## src/rtl/gpio_pkg.sv

```systemverilog
package gpio_pkg;

   // Register select carried on the one-bit address
   typedef enum logic {
      SEL_DATA = 1'b0,
      SEL_DIR  = 1'b1
   } gpio_sel_e;

endpackage

```

## src/rtl/gpio_sync.sv

```systemverilog
module gpio_sync #(
   parameter int WIDTH  = 8,
   parameter int STAGES = 2
) (
   input  logic             clk,
   input  logic             rst_n,
   input  logic [WIDTH-1:0] async_i,
   output logic [WIDTH-1:0] sync_o
);

   logic [WIDTH-1:0] stage_q [STAGES];

   for (genvar s = 0; s < STAGES; s++) begin : g_stage
      logic [WIDTH-1:0] d;
      if (s == 0) begin : g_first
         assign d = async_i;
      end else begin : g_next
         assign d = stage_q[s-1];
      end
      always_ff @(posedge clk or negedge rst_n) begin
         if (!rst_n) stage_q[s] <= '0;
         else        stage_q[s] <= d;
      end
   end

   assign sync_o = stage_q[STAGES-1];

endmodule

```

## src/rtl/gpio_regbank.sv

```systemverilog
module gpio_regbank #(
   parameter int WIDTH = 8
) (
   input  logic             clk,
   input  logic             rst_n,
   input  logic             hw_stby,
   input  logic             dir_we,
   input  logic             dat_we,
   input  logic [WIDTH-1:0] wdata,
   output logic [WIDTH-1:0] dir_q,
   output logic [WIDTH-1:0] dat_q
);

   // Hardware standby clears ahead of any write enable
   always_ff @(posedge clk or negedge rst_n) begin
      if (!rst_n) begin
         dir_q <= '0;
         dat_q <= '0;
      end else if (hw_stby) begin
         dir_q <= '0;
         dat_q <= '0;
      end else begin
         if (dir_we) dir_q <= wdata;
         if (dat_we) dat_q <= wdata;
      end
   end

endmodule

```

## src/rtl/gpio_rdmux.sv

```systemverilog
module gpio_rdmux #(
   parameter int               WIDTH          = 8,
   parameter logic [WIDTH-1:0] DIR_READ_VALUE = '1
) (
   input  logic             rd_en,
   input  logic             sel_dir,
   input  logic [WIDTH-1:0] dir_q,
   input  logic [WIDTH-1:0] dat_q,
   input  logic [WIDTH-1:0] pin_sync,
   output logic [WIDTH-1:0] rdata
);

   logic [WIDTH-1:0] port_val;

   for (genvar b = 0; b < WIDTH; b++) begin : g_bit
      assign port_val[b] = dir_q[b] ? dat_q[b] : pin_sync[b];
   end

   always_comb begin
      if (!rd_en)       rdata = '0;
      else if (sel_dir) rdata = DIR_READ_VALUE;
      else              rdata = port_val;
   end

endmodule

```

## src/rtl/gpio_port.sv

```systemverilog
module gpio_port
   import gpio_pkg::*;
#(
   parameter int               WIDTH          = 8,
   parameter int               SYNC_STAGES    = 2,
   parameter logic [WIDTH-1:0] DIR_READ_VALUE = '1
) (
   input  logic             clk,
   input  logic             rst_n,
   input  logic             hw_stby,
   input  logic             sw_stby,
   input  logic             cs,
   input  logic             addr,
   input  logic             wr,
   input  logic             rd,
   input  logic [WIDTH-1:0] wdata,
   output logic [WIDTH-1:0] rdata,
   input  logic [WIDTH-1:0] pin_in,
   output logic [WIDTH-1:0] pin_oe,
   output logic [WIDTH-1:0] pin_out
);

   if (WIDTH < 1) begin : g_bad_width
      $error("gpio_port: WIDTH must be at least 1");
   end
   if (SYNC_STAGES < 2) begin : g_bad_sync
      $error("gpio_port: SYNC_STAGES must be at least 2");
   end

   gpio_sel_e        sel;
   logic             wr_ok;
   logic             dir_we;
   logic             dat_we;
   logic [WIDTH-1:0] dir_q;
   logic [WIDTH-1:0] dat_q;
   logic [WIDTH-1:0] pin_sync;

   assign sel    = gpio_sel_e'(addr);
   assign wr_ok  = cs & wr & ~sw_stby;
   assign dir_we = wr_ok & (sel == SEL_DIR);
   assign dat_we = wr_ok & (sel == SEL_DATA);

   gpio_regbank #(.WIDTH(WIDTH)) u_regs (
      .clk     (clk),
      .rst_n   (rst_n),
      .hw_stby (hw_stby),
      .dir_we  (dir_we),
      .dat_we  (dat_we),
      .wdata   (wdata),
      .dir_q   (dir_q),
      .dat_q   (dat_q)
   );

   gpio_sync #(.WIDTH(WIDTH), .STAGES(SYNC_STAGES)) u_sync (
      .clk     (clk),
      .rst_n   (rst_n),
      .async_i (pin_in),
      .sync_o  (pin_sync)
   );

   gpio_rdmux #(.WIDTH(WIDTH), .DIR_READ_VALUE(DIR_READ_VALUE)) u_rdmux (
      .rd_en    (cs & rd),
      .sel_dir  (sel == SEL_DIR),
      .dir_q    (dir_q),
      .dat_q    (dat_q),
      .pin_sync (pin_sync),
      .rdata    (rdata)
   );

   assign pin_oe  = dir_q;
   assign pin_out = dat_q;

endmodule

```

## config.mk

```make
export PLATFORM = sky130hd
export DESIGN_NAME = gpio_port
export DESIGN_NICKNAME = d
export VERILOG_FILES = /design/src/rtl/gpio_pkg.sv /design/src/rtl/gpio_sync.sv /design/src/rtl/gpio_regbank.sv /design/src/rtl/gpio_rdmux.sv /design/src/rtl/gpio_port.sv
export SDC_FILE = /design/constraint.sdc
export NUM_CORES = 1
export LEC_CHECK = 0
export BUFFER_PORTS_ARGS = -buffer_cell sky130_fd_sc_hd__buf_2
export CORE_MARGIN = 2
export CORE_UTILIZATION = 48
export DETAILED_ROUTE_END_ITERATION = 8
export GPL_ROUTABILITY_DRIVEN = 1
export PLACE_DENSITY = 0.78
export SYNTH_ARGS = -nofsm -noshare
export SYNTH_HDL_FRONTEND = slang
export SYNTH_SLANG_ARGS = --single-unit
```

## constraint.sdc

```tcl
create_clock -name clk -period 0.8 [get_ports clk]
set_input_delay 0.08 -clock clk [delete_from_list [all_inputs] [get_ports clk]]
set_output_delay 0.08 -clock clk [all_outputs]
set_load 0.1 [all_outputs]
```

==> impl_results.md, run 1 <==
* Outcome: stopped before the end
* Stopped at: clock tree synthesis (4_1_cts)
* Run Error: [ERROR DPL-0038] Utilization greater than 100%, impossible to legalize
* Hold Buf Count CTS at 9
* Postcts setup bufs at 2
* Ports at 48
* Synth top cells by count: dfrtp_1, mux2i_1, nand2b_1
* Total CTS buffers at 5
* GP Congestion at about 0.78
* Top_reg_cell synth: dfrtp_1
* Clk buf depth at 2
* Placed insts at 194
* Async set or reset register ratio after synthesis at 100%
* Yosys warning count at 0
* Mapped Nets at 122
* Clock sink total at 32
* Cell taking the most area after synthesis: dfrtp_1
* Root Driver: clkbuf_4
* Rows at 18
* Sequential area share after synthesis at approximately 61%
* I/O Buffers at 47
* Resized cells post-CTS at 28
* Initial core utilization at between 50 and 60%
* Synth Instances at 98
* Register bit total from synthesis at 32
* Die X-Extent at 56.3 um
* Post-synth top area share at about 61%
* Die H at around 56 um
* Post-synth EDFFs at 0
* Placement Cell Area at 2270 sq um
* Number of H-tree levels at 2
* Cell variety after synth at 12
* Top post-synthesis cells by area: dfrtp_1, mux2i_1, nand2b_1
* Placed wire-length estimate after detailed placement at 2790 um
* Synthesized area per cell at approximately 13 sq um
* Synth Cell Area at between 1000 and 1500 sq um
* Most common cell in the netlist: dfrtp_1
[through the flow]
stage,setup WS [ns],util [%]
3_5_place_dp,-0.302,90.2
3_3_place_gp,-0.244,90.2
2_1_floorplan,-0.674,-
[logic make-up after synthesis]
logic type / count (synthesis) / share of synthesized area, %
buffers and inverters: 5 / 2.58
AO/OA/AOI/OAI: 8 / 3.05
multiplexers: 24 / 18.3
flip-flops: 32 / 61.1
AND/OR/NAND/NOR: 29 / 15.0
==> inputs of run 2 (changes only) <==
Settings changed: CORE_UTILIZATION 48 to 35, PLACE_DENSITY 0.78 to unset, PLACE_DENSITY_LB_ADDON set to 0.15.
==> run 2 against run 1 <==
  * The flow now finishes, with violations (negative setup slack)
  * Area after synthesis did not move
  * Synthesized cell count did not move
==> impl_results.md, run 2 <==
* Global-route wire length before repair at roughly 5900 um
* Final worst path period share at 172%
* Initial core utilization at 36.1%
* Total CTS buffers at 5
* Root Driver: clkbuf_8
* Outcome: complete, but fails checks
* Top_reg_cell synth: dfrtp_1
* Commonest non-fill, non-tap cell in the layout: buf_12
* # Max-Cap Violations at 0
* Lkg Pwr at 1.22 nW
* Cell taking the most area after synthesis: dfrtp_1
* Share of cells above drive strength 1 at 69.1%
* Rows at 22
* Final Max Slew Viols at 0
* Failing checks: negative setup slack
* CP Launch Type: flip-flop
* Unrepaired setup endpoints after global routing: yes
* Final std cell area, no fill at 2730 sq um
* Synth top cells by count: dfrtp_1, mux2i_1, nand2b_1
* Placement Cell Area at 2320 sq um
* Fin crit period at 1.38 ns
* Final worst slack at -0.579 ns
* Power Density at between 1000 and 1500 nW/um^2
* CTS tree: done
* Final setup fails at 40
* Reg area at 861 sq um
* Clock network power share at 32.4%
* Critical Path RT at 0.72 ns
* Post-synth top area share at about three fifths
* Yosys warning count at 0
* Die area at ~4300 sq um
* Top post-synthesis cells by area: dfrtp_1, mux2i_1, nand2b_1
* Hold Crit Start: wdata[1]
* Sw Pwr at 0.00113 W
* Ports at 48
* Initial DRC count at 28
* Sw frac at 28.8%
* Cell-internal power at 0.00280 W
* Crit path from: u_regs.dir_q[5]
* Synth Instances at between 90 and 100
* Register bit total from synthesis at 32
* Post-synth EDFFs at 0
* Logic pwr share at 23.8%
* Ant diodes at 0
* Crit path capture type: output pin
* Clock Skews at ~0.0024 ns
* Placed wire-length estimate after detailed placement at 2330 um
* Arrival @ worst endpoint at 1.30 ns
* Number of H-tree levels at 2
* Reg clk slew, reported paths at 0.06 ns
* Sequential Power Share at 43.7%
* Post-layout nets at 211
* Cell variety after synth at 12
* Most common cell in the netlist: dfrtp_1
* Hold Fails Final Rpt at 0
* GR Overflow Total at 0
* Clock sink total at 32
* Max_slew headroom at 72.0%
* P&R area growth vs syn at 108%
* Core ar. at 3630 sq um
* Crit Reg-Reg Startpoint: u_regs.dir_q[2]
* Multi-input logic area at 694 sq um
* Global-route usage over all layers at 19.1%
* Setup TNS at -11.71 ns
* Async set or reset register ratio after synthesis at 100%
* Sequential area share after synthesis at 61.1%
* First-pass DRT Iterations at 4
* GP Congestion at 0.750
* Die H at around 65 um
* CP max FO at 2
* Max VDD drop at 0.00104 V
* Tightest Pin Transition at 0.420 ns
* Commonest cells after routing, fill and taps aside: buf_12, buf_2, buf_6
* Synth Cell Area at between 1000 and 1500 sq um
* DRT Wirelength at 3680 um
* Hold Path Class: input port to flip-flop
* Via count at 1079
* I/O Buffers at 47
* Clk buf depth at 2
* Mapped Nets at 122
* Die X-Extent at around 65 um
* Fill cells at 259
* Routed Antenna Nets at 0
* Largest net degree at the start of global routing at 33
* Initial antenna violation count at 0
* Wire length per cell at 15.6 um
* Crit path kind: flip-flop to output pin
* Synthesized area per cell at around 13 sq um
* Via density at ~4.6
* Clock latency on the worst-skew pair at 0.29 ns
* FMAX at 0.725 GHz
* Vias in the first global route at 1196
* Residual DRC at 0
[run 2: cell families (layout without fill, tap and decap cells)]
group / Yosys count / count (layout) / synth area share [%]
flops: 32 / 32 / 61.1
simple gates: 29 / 29 / 15.0
mux: 24 / 24 / 18.3
compound gates: 8 / 8 / 3.05
buf+inv: 5 / 95 / 2.58
[run 2: cell type report]
type	instances	share of cell area [%]
Sequential cell	32	31.6
Tap cell	48	2.20
Clock buffer	8	3.31
Inverter	1	0.138
Timing Repair Buffer	86	37.3
Multi-Input combinational cell	61	25.5
[run 2: timing repair]
item                                   CTS  global route
cloned                                   0             0
endpoints found under the hold margin   40             0
resized for setup                       22            19
hold buffers                             9             0
setup endpoints to repair               40            40
buffers inserted                         1             5
pin swaps                                0             0
[run 2: worst paths after layout]
path                                     to  slack, ns  cells after the start
max                                rdata[5]      -0.58                      3
min                         u_regs.dat_q[1]       0.07                      3
max reg2reg                 u_regs.dir_q[2]      -0.20                      4
min reg2reg                u_sync.sync_o[5]       0.35                      0
max in group asynchronous   u_regs.dir_q[6]       0.34                      3
min in group asynchronous  u_sync.sync_o[7]       0.27                      3
[run 2: through the flow]
step                      cells  total power, W  util, %  setup slack [ns]  hold WS, ns
after floorplan              98         0.00219        -            -0.674       -0.216
after detailed placement    215         0.00258     63.8            -0.277       0.0495
after CTS                   232         0.00391     71.2            -0.588       0.0659
after global routing        236         0.00409     75.0            -0.621       0.0761
final                       236         0.00393     75.0            -0.579       0.0661
after global placement      215         0.00257     63.8            -0.253       0.0434
[run 2: metal layers]
layer	vias up	track usage (%)	part of all wire, %
li1	509	-	-
met1	526	23.9	42
met2	38	30.4	49
met3	6	6.85	6.7
met4	0	7.03	1.5
met5	-	0	0
[run 2: worst max-delay path, cell delays in order, from the launching register on]
cell and delay, ns:
dfrtp_4 0.49, mux2i_2 0.17, a21oi_4 0.16, buf_12 0.19
[run 2: power by group through the flow]
| stage | combinational [W] | sequential (W) | clock, W |
|---|---|---|---|
| after global routing | 0.000980 | 0.00172 | 0.00138 |
| after floorplan | 0.000326 | 0.00187 | 0 |
| after global placement | 0.000829 | 0.00174 | 0 |
| after detailed placement | 0.000838 | 0.00174 | 0 |
| after CTS | 0.000897 | 0.00172 | 0.00130 |
| final | 0.000937 | 0.00172 | 0.00127 |
Note: power is estimated with default switching activity, not from simulation.
==> inputs of run 3 (changes only) <==
Settings changed: PLACE_DENSITY_LB_ADDON 0.15 to 0.2, SKIP_CTS_REPAIR_TIMING set to 1.
==> run 3 against run 2 <==
  * The flow still finishes with violations (negative setup slack)
  * Largest power group unchanged
  * First-iteration DRC count down 29%
  * Worst setup slack worse by 0.019 ns
  * Maximum frequency down 1.4%
  * Sequential share of layout area up 0.23 points
  * Critical path type unchanged
  * Power up 5.8%
  * Combinational power down 1%
==> impl_results.md, run 3 (synthesized netlist as in run 2, its figures left out) <==
* Largest net degree at the start of global routing at 33
* Root Driver: clkbuf_8
* Initial DRC count at 20
* First-pass DRT Iterations at 4
* Global-route wire length before repair at ~5400 um
* Rows at 22
* Routed Antenna Nets at 0
* Lkg Pwr at 1.21 nW
* Max VDD drop at 0.00129 V
* CTS tree: done
* Global-route usage over all layers at between 10% and 20%
* Sw Pwr at ~0.0011 W
* Clk buf depth at 2
* Outcome: complete, but fails checks
* Metal1 wirelength at 1490 um
* Met2 routed WL at approximately 1800 um
* Logic pwr share at 22.2%
* CP Launch Type: flip-flop
* Hold Fails Final Rpt at 0
* Final worst slack at -0.598 ns
* P&R area growth vs syn at 106%
* Commonest non-fill, non-tap cell in the layout: buf_12
* Number of H-tree levels at 2
* Reg clk slew, reported paths at 0.07 ns
* Residual DRC at 0
* Core ar. at 3630 sq um
* Worst Hold Slack at 0.0608 ns
* Wire length per cell at 15.2 um
* I/O Buffers at 47
* Post-layout nets at 210
* Initial antenna violation count at 0
* GP Congestion at 0.797
* Sequential Power Share at 41.3%
* Commonest cells after routing, fill and taps aside: buf_12, buf_2, mux2i_1, buf_6
* Via count at 1063
* Final worst path period share at 175%
* Sw frac at between 20% and 30%
* Via density at about 4.5
* Crit path capture type: output pin
* GR Overflow Total at 0
* Power Density at 1540 nW/um^2
* Unrepaired setup endpoints after global routing: yes
* Clock network power share at 36.5%
* Max_slew headroom at 69.8%
* Placed wire-length estimate after detailed placement at 2300 um
* Arrival @ worst endpoint at 1.32 ns
* Fin crit period at 1.40 ns
* Final setup fails at 40
* Ant diodes at 0
* Hold Path Class: input port to flip-flop
* Vias in the first global route at 1154
* CP max FO at 2
* Critical Path RT at approximately 0.72 ns
* Tightest Pin Transition at 0.453 ns
* Clock sink total at 32
* Share of cells above drive strength 1 at 66.3%
* Initial core utilization at approximately 36%
* Met3 routed WL at 198 um
* Fin util at between 70% and 80%
* Final Max Slew Viols at 0
* Die H at 65.2 um
* # Max-Cap Violations at 0
* Die area at approximately 4300 sq um
* Failing checks: negative setup slack
* Die X-Extent at 65.2 um
* FMAX at 0.715 GHz
* Clock latency on the worst-skew pair at 0.29 ns
* Cell-internal power at 0.00301 W
* Crit path kind: flip-flop to output pin
* DRT Wirelength at 3560 um
* Clock Skews at roughly 0.0014 ns
* Uppermost layer routed: met4
* Ports at 48
* Total power at 0.00416 W
* Total CTS buffers at 5
## run 3: cell types whose count changed in the layout (fill, tap and decap cells not counted), sizes merged
cell	previous run	this run
clkbuf	8	6
buf	77	76
bufinv	0	1
clkinv	0	1
## run 3: final cells by class
class	count	area (sq um)
clock buffer	6	72.6
fill	248	928
sequential	32	861
clock inverter	2	35.0
tap	48	60.1
timing repair buffer	85	1010
inverter	1	3.75
multi-input combinational	61	664
## run 3: power groups by stage
| stage | registers (W) | clock network, W | logic, W |
|---|---|---|---|
| 2_1_floorplan | 0.00187 | 0 | 0.000326 |
| 3_3_place_gp | 0.00174 | 0 | 0.000826 |
| 3_5_place_dp | 0.00174 | 0 | 0.000837 |
| 4_1_cts | 0.00171 | 0.00156 | 0.000840 |
| 5_1_grt | 0.00172 | 0.00163 | 0.000964 |
| 6_report | 0.00172 | 0.00152 | 0.000924 |
## run 3: metal layers
| layer | vias to the layer above | global-route usage [%] |
|---|---|---|
| met5 | - | 0 |
| met2 | 33 | 27.3 |
| met1 | 514 | 22.3 |
| met3 | 9 | 5.82 |
| li1 | 507 | - |
| met4 | 0 | 7.03 |
## run 3: path summary, 6_finish.rpt
path | start | endpoint | slack (ns) | cells after the start
setup / recovery | u_regs.dir_q[7] | rdata[7] | -0.60 | 3
hold / removal | wdata[2] | u_regs.dat_q[2] | 0.06 | 3
setup reg to reg | u_regs.dir_q[2] | u_regs.dir_q[2] | -0.18 | 4
hold reg to reg | u_sync.g_stage[1].d[6] | u_sync.sync_o[6] | 0.35 | 0
max in group asynchronous | rst_n | u_regs.dir_q[0] | 0.33 | 3
min in group asynchronous | rst_n | u_sync.g_stage[1].d[7] | 0.27 | 3
## run 3: worst max-delay path, stage by stage, from the launching register on
cell and delay, ns:
dfrtp_4 0.49, mux2i_2 0.27, a21oi_4 0.10, buf_12 0.17
## run 3: metrics by stage
| stage | instances | worst slack [ns] | TNS, ns | area (sq um) |
|---|---|---|---|---|
| CTS | 222 | -0.587 | -11.65 | 2420 |
| finish | 235 | -0.598 | -11.62 | 2710 |
| detailed placement | 214 | -0.279 | -5.20 | 2310 |
| global route | 235 | -0.632 | -12.82 | 2710 |
| floorplan | 98 | -0.674 | -6.99 | 1460 |
| global placement | 214 | -0.247 | -4.93 | 2310 |
